==> src/rtl/adcseq_pkg.sv <==
package adcseq_pkg;
    localparam int unsigned NCH   = 4;
    localparam int unsigned CH_W  = $clog2(NCH);
    localparam int unsigned PH_W  = 2;
    localparam int unsigned TS_W  = 16;

    typedef logic [CH_W-1:0] ch_idx_t;
    typedef logic [PH_W-1:0] phase_t;
    typedef logic [TS_W-1:0] stamp_t;

    typedef enum logic [2:0] {
        SQ_SELECT,
        SQ_WAIT_BLANK,
        SQ_START,
        SQ_WAIT_DONE,
        SQ_ADVANCE
    } seq_state_e;

    function automatic phase_t phase_legal(input phase_t p);
        return (p > phase_t'(2)) ? phase_t'(0) : p;
    endfunction

    function automatic ch_idx_t next_ch(input ch_idx_t c);
        return (c == ch_idx_t'(NCH - 1)) ? ch_idx_t'(0) : ch_idx_t'(c + 1'b1);
    endfunction
endpackage

==> src/rtl/seq_blank_timer.sv <==
module seq_blank_timer #(
    parameter int unsigned BLANK_W = 8
) (
    input  logic               clk,
    input  logic               rst,
    input  logic               pwm_i,
    input  logic               extra_i,
    input  logic [BLANK_W-1:0] len_i,
    output logic               blanked_o
);
    logic               pwm_q;
    logic [BLANK_W-1:0] cnt_q;
    logic               edge_w;

    assign edge_w = pwm_i ^ pwm_q;

    always_ff @(posedge clk) begin
        if (rst) begin
            pwm_q <= 1'b0;
            cnt_q <= '0;
        end else begin
            pwm_q <= pwm_i;
            if (edge_w)
                cnt_q <= len_i;
            else if (cnt_q != '0)
                cnt_q <= cnt_q - 1'b1;
        end
    end

    assign blanked_o = edge_w | (cnt_q != '0) | extra_i;

    assert_blank_restart_R4: assert property (@(posedge clk) disable iff (rst)
        edge_w |=> (cnt_q == $past(len_i)));
    assert_blank_countdown_R4: assert property (@(posedge clk) disable iff (rst)
        (!edge_w && cnt_q != '0) |=> (cnt_q == $past(cnt_q) - 1'b1));
endmodule

==> src/rtl/seq_stamp_counter.sv <==
module seq_stamp_counter
    import adcseq_pkg::*;
(
    input  logic   clk,
    input  logic   rst,
    output stamp_t stamp_o
);
    always_ff @(posedge clk) begin
        if (rst) stamp_o <= '0;
        else     stamp_o <= stamp_o + 1'b1;
    end

    assert_stamp_step_R10: assert property (@(posedge clk) disable iff (rst)
        !$past(rst) |-> (stamp_o == stamp_t'($past(stamp_o) + 1'b1)));
endmodule

==> src/rtl/seq_fsm.sv <==
module seq_fsm
    import adcseq_pkg::*;
(
    input  logic           clk,
    input  logic           rst,
    input  logic [NCH-1:0] en_i,
    input  logic [NCH-1:0] blk_i,
    input  logic           done_i,
    output ch_idx_t        cur_o,
    output logic           soc_o,
    output logic [NCH-1:0] strobe_o
);
    seq_state_e state_q, state_d;
    ch_idx_t    cur_q;

    always_comb begin
        state_d = state_q;
        unique case (state_q)
            SQ_SELECT:
                if (en_i[cur_q])   state_d = SQ_WAIT_BLANK;
                else if (|en_i)    state_d = SQ_ADVANCE;
            SQ_WAIT_BLANK:
                if (!en_i[cur_q])      state_d = SQ_ADVANCE;
                else if (!blk_i[cur_q]) state_d = SQ_START;
            SQ_START:     state_d = SQ_WAIT_DONE;
            SQ_WAIT_DONE: if (done_i) state_d = SQ_ADVANCE;
            SQ_ADVANCE:   state_d = SQ_SELECT;
            default:      state_d = SQ_SELECT;
        endcase
    end

    always_ff @(posedge clk) begin
        if (rst) begin
            state_q <= SQ_SELECT;
            cur_q   <= '0;
        end else begin
            state_q <= state_d;
            if (state_q == SQ_ADVANCE) cur_q <= next_ch(cur_q);
        end
    end

    always_comb begin
        strobe_o = '0;
        if (state_q == SQ_WAIT_DONE && done_i) strobe_o[cur_q] = 1'b1;
    end

    assign soc_o = (state_q == SQ_START);
    assign cur_o = cur_q;

    assert_rotate_R2: assert property (@(posedge clk) disable iff (rst)
        (cur_q != $past(cur_q)) |-> (cur_q == next_ch($past(cur_q))));
    assert_idle_R3: assert property (@(posedge clk) disable iff (rst)
        (state_q == SQ_SELECT && en_i == '0) |=> !soc_o);
    assert_soc_pulse_R7: assert property (@(posedge clk) disable iff (rst)
        soc_o |=> !soc_o);
    assert_soc_gate_R7: assert property (@(posedge clk) disable iff (rst)
        soc_o |-> $past(en_i[cur_q] && !blk_i[cur_q]));
    assert_strobe_onehot_R9: assert property (@(posedge clk) disable iff (rst)
        $onehot0(strobe_o));
    assert_strobe_sel_R9: assert property (@(posedge clk) disable iff (rst)
        (strobe_o != '0) |-> strobe_o[cur_q]);
    assert_sel_hold_R9: assert property (@(posedge clk) disable iff (rst)
        soc_o |=> $stable(cur_q));
endmodule

==> src/rtl/adc_rr_sequencer.sv <==
module adc_rr_sequencer
    import adcseq_pkg::*;
#(
    parameter int unsigned BLANK_W = 8
) (
    input  logic                   clk,
    input  logic                   rst,
    input  logic [BLANK_W-1:0]     blank_cycles,
    input  logic [NCH-1:0]         pwm,
    input  logic [NCH-1:0]         samp_en,
    input  logic [NCH-1:0]         extra_blank,
    input  logic [NCH*PH_W-1:0]    phase_sel,
    input  logic                   conv_done,
    output logic [CH_W-1:0]        ch_sel,
    output logic [PH_W-1:0]        phase_out,
    output logic                   soc,
    output logic [NCH-1:0]         result_valid,
    output logic [TS_W-1:0]        result_ts
);
    logic [NCH-1:0] blanked;
    stamp_t         stamps [NCH];
    stamp_t         stamp_q;
    ch_idx_t        cur;

    for (genvar g = 0; g < NCH; g++) begin : g_chan
        seq_blank_timer #(.BLANK_W(BLANK_W)) u_blank (
            .clk       (clk),
            .rst       (rst),
            .pwm_i     (pwm[g]),
            .extra_i   (extra_blank[g]),
            .len_i     (blank_cycles),
            .blanked_o (blanked[g])
        );
        seq_stamp_counter u_stamp (
            .clk     (clk),
            .rst     (rst),
            .stamp_o (stamps[g])
        );
    end

    seq_fsm u_fsm (
        .clk      (clk),
        .rst      (rst),
        .en_i     (samp_en),
        .blk_i    (blanked),
        .done_i   (conv_done),
        .cur_o    (cur),
        .soc_o    (soc),
        .strobe_o (result_valid)
    );

    always_ff @(posedge clk) begin
        if (rst)      stamp_q <= '0;
        else if (soc) stamp_q <= stamps[cur];
    end

    assign ch_sel    = cur;
    assign phase_out = phase_legal(phase_sel[cur*PH_W +: PH_W]);
    assign result_ts = stamp_q;

    assert_capture_R10: assert property (@(posedge clk) disable iff (rst)
        soc |=> (result_ts == $past(stamps[cur])));
    assert_phase_legal_R8: assert property (@(posedge clk) disable iff (rst)
        phase_out != 2'd3);
endmodule

==> config.mk <==
export PLATFORM = sky130hd
export DESIGN_NAME = adc_rr_sequencer
export DESIGN_NICKNAME = d
export VERILOG_FILES = /design/src/rtl/adcseq_pkg.sv /design/src/rtl/seq_blank_timer.sv /design/src/rtl/seq_stamp_counter.sv /design/src/rtl/seq_fsm.sv /design/src/rtl/adc_rr_sequencer.sv
export SDC_FILE = /design/constraint.sdc
export NUM_CORES = 1
export LEC_CHECK = 0
export ABC_AREA = 1
export CAP_MARGIN = 20
export CORE_ASPECT_RATIO = 0.6
export CORE_MARGIN = 2
export CORE_UTILIZATION = 40
export CTS_CLUSTER_SIZE = 20
export DETAILED_ROUTE_END_ITERATION = 10
export PLACE_DENSITY = 0.6
export SLEW_MARGIN = 10
export SYNTH_ARGS = -nofsm -noshare
export SYNTH_HDL_FRONTEND = slang
export SYNTH_SLANG_ARGS = --single-unit
==> constraint.sdc <==
create_clock -name clk -period 2.7 [get_ports clk]
set_input_delay 0.27 -clock clk [delete_from_list [all_inputs] [get_ports clk]]
set_output_delay 0.27 -clock clk [all_outputs]
set_load 0.03 [all_outputs]
==> summary.txt <==
Placed design
  – RePlAce Congestion: 0.801
  – Worst slack, placed: 668 ps
  – IO buf count: 55
  – Final HPWL DP: 11.2 mm

STA
  – Fmax: 0.435 GHz
  – Worst slew pin tran: 694 ps
  – Crit path time final: 2300 ps
  – Final WS setup: 400 ps
  – Final Hold Viols: 0
  – Relative slew slack: 53.5%
  – Unrepaired setup endpoints after global routing: false
  – Fin. max-slew vios: 0
  – Clock Skews: 12.0 ps
  – Hold Slack: 220 ps
  – Final setup fails: 0
  – Final setup TNS: 0 ps
  – Final Cycle Share: 85.2%

Worst hold path
  – Startpoint of the worst hold path: rst
  – Hold path cells: 2
  – Hold Path End: g_chan[0].u_blank.pwm_q
  – Min-delay worst type: in2reg

Logic synthesis
  – Post-synth top area cell: dfxtp_1
  – Seq/Total Area, Yosys: 39.1%
  – Synth area leaders: dfxtp_1 (39%), inv_1 (7.0%), nor2_1 (7.0%), nand2_1 (6.8%), o21ai_0 (6.6%)
  – Syn. warnings: 0
  – Share of the synthesized area in the top cell type: 39.1%
  – FF+latch count, synth: 121
  – Syn Nets: 919
  – Syn Inst Count: 872
  – Synth unique cells: 42
  – Syn avg cell area: 7.10 sq um
  – Post-synthesis cell area: 6190 sq um

Critical path
  – R2r setup slk: 870 ps
  – Crit path max fanout: 38
  – Critical path required time: 2430 ps
  – R2r startpoint: u_fsm.cur_o[0]
  – R2R depth: 9
  – Worst Path Class, Setup: reg2out
  – CP arrival: 2030 ps
  – Startpoint Class: flip-flop
  – Reg2reg end: u_fsm.state_q[1]
  – Worst setup EP type: output port

Final layout
  – Synth-to-Final Area Change: 21.8%
  – Final net count: 972
  – Share of cells above drive strength 1: 9.70%
  – Filler cells: 1482
  – ANT cells: 0
  – Final core utilization: 49.5%

Detailed routing
  – Drt wl/cell: 13.7 microns
  – Via Count: 5549
  – 1st-iter DRT viols: 460
  – Vias per std cell: 4.86
  – DRT Pass-1 Iters: 5
  – Drt drc: 0
  – Post-route ant nets: 0
  – Wire length reported by the detailed router: 15.6 mm

Pwr
  – Sw Ratio: 35.6%
  – Psw: 2.28 mW
  – Clock power frac: 36.0%
  – Peak supply drop: 429 uV
  – Combinational share of power: 30.3%
  – Tot Pwr: 6.40 mW
  – Pwr/cell area: 849 nW/um^2
  – Cell-internal power: 4.12 mW
  – Pleak: 3.00 nW
  – Share of power burned in registers: 33.7%

Clock tree
  – CTS clk-pin slew, worst paths: 60 ps
  – CTS sink count: 121
  – PostCTS Resize Cnt: 0
  – Worst-Skew Late Latency: 420 ps
  – CTS tree: built
  – Number of hold buffers added after cts: 0
  – Setup Fix Bufs, Post-CTS: 0
  – Cts bufs inserted: 17
  – Htree depth: 4
  – CTS Root Cell: clkbuf_16
  – Clock buffer depth: 2

Die
  – I/O pins: 56
  – Core Footprint: 15200 sq um
  – Die Span Y: 100 microns
  – Row count: 35
  – Initial core utilization: 40.6%
  – Die Area: 16500 sq um
  – Die X: 165 microns

Run status
  – Status: finished clean

Global route
  – Vias in the first global route: 4985
  – Initial antenna violation count: 0
  – Total congestion overflow: 0
  – Total track usage: 20.0%
  – Largest net degree at the start of global routing: 47
  – First-pass GRT wire length: 25.8 mm

Run
  – Max-cap violation count: 0
[flip-flops by register name, summed over array words and instances, names as in the netlist]
signal and flops:
u_fsm.state_q 3, result_ts 16, u_fsm.cur_o 2, g_chan.u_stamp.stamp_o 64
g_chan.u_blank.pwm_q 4, g_chan.u_blank.cnt_q 32
[final cells by class]
| cell class | instances | area, sq um | share of cell area (%) |
|---|---|---|---|
| well taps | 203 | 254 | 3.37 |
| flip-flops and latches | 121 | 2420 | 32.1 |
| multi-input cells | 593 | 3170 | 42.0 |
| repair buffers | 64 | 621 | 8.23 |
| inverters | 128 | 480 | 6.37 |
| clock buffers | 18 | 439 | 5.82 |
| clock inverters | 14 | 158 | 2.09 |
[worst max path at each step]
| stage | start | endpoint | slack, ps |
|---|---|---|---|
| 2_1_floorplan | u_fsm.cur_o[0] | phase_out[0] | 660 |
| 3_3_place_gp | pwm[2] | u_fsm.state_q[1] | 690 |
| 3_5_place_dp | pwm[3] | u_fsm.state_q[1] | 670 |
| 4_1_cts | u_fsm.cur_o[0] | phase_out[1] | 380 |
| 5_1_grt | u_fsm.cur_o[0] | phase_out[0] | 240 |
| 6_report | u_fsm.cur_o[0] | phase_out[1] | 400 |
[through the flow]
step	std cells	area [sq um]
floorplan	872	6190
global placement	1109	6940
detailed placement	1109	6940
finish	1141	7540
CTS	1141	7540
global route	1141	7540
[Yosys cell counts (all sizes together)]
library cell and n:
a2111oi 2, a211oi 8, a21oi 77, a31oi 14, a32oi 2, buf 11, clkbuf 19, clkinv 3
dfxtp 121, ha 16, inv 125, mux2i 4, nand2 119, nand3 42, nand3b 1, nand4 7
nor2 127, nor3 26, nor3b 1, nor4 4, o211ai 17, o21a 1, o21ai 96, o21bai 3
o22ai 3, or2 9, xnor2 11, xor2 3
[metal layers]
layer  global-route usage, %  up-vias  wire length, microns
met5                       0        -                     0
met4                    5.02        0                   112
met3                    3.51       13                   914
met2                    25.0      121                  5520
met1                    33.7     2419                  9090
li1                        -     2996                     -
[cell usage in the layout (no fill, tap or decap), types with 4 or more instances in the layout]
cell             Yosys  final
nand2_1            112    112
o21ai_0             82     82
mux2i_1              4      4
nor2_2               8      9
inv_1              116    116
nand3_1             38     38
o211ai_1            17     17
nor2_1             116    115
dfxtp_1            121    121
nand3_2              4      4
nand2_2              7      7
clkbuf_16            0     17
xnor2_2              4      4
xnor2_1              7      7
nand4_1              6      6
a211oi_1             8      8
o21ai_1             14     14
or2_1                4      4
ha_1                16     16
clkdlybuf4s50_1      0     52
nor4_1               4      4
a31oi_1             14     14
a21oi_1             75     75
inv_6                0      7
inv_2                9      9
nor3_1              20     20
buf_4                0     10
[power groups by stage]
stage | sequential, mW | clock [mW] | combinational, mW
2_1_floorplan | 2.34 | 0 | 1.14
3_3_place_gp | 2.20 | 0 | 1.92
3_5_place_dp | 2.19 | 0 | 1.92
4_1_cts | 2.15 | 2.35 | 1.94
5_1_grt | 2.19 | 2.43 | 2.16
6_report | 2.16 | 2.30 | 1.94
[cells by family (layout without fill, tap and decap cells)]
kind of cell | count (synthesis) | after routing | synth area share, %
and+or+nand+nor | 336 | 336 | 24.9
xor gates and xnor gates | 14 | 14 | 2.47
adders and majority gates | 16 | 16 | 3.23
DFF | 121 | 121 | 39.1
buffers and inverters | 158 | 224 | 9.74
AOI/OAI and AO/OA | 223 | 223 | 19.9
muxes | 4 | 4 | 0.647
[critical path, stage by stage (launching register included)]
cell	delay [ps]
dfxtp_1	490
buf_4	420
nand2_1	90
a32oi_1	290
inv_1	70
nor2_1	90
buf_4	160
(Power assumes the default switching activity.)
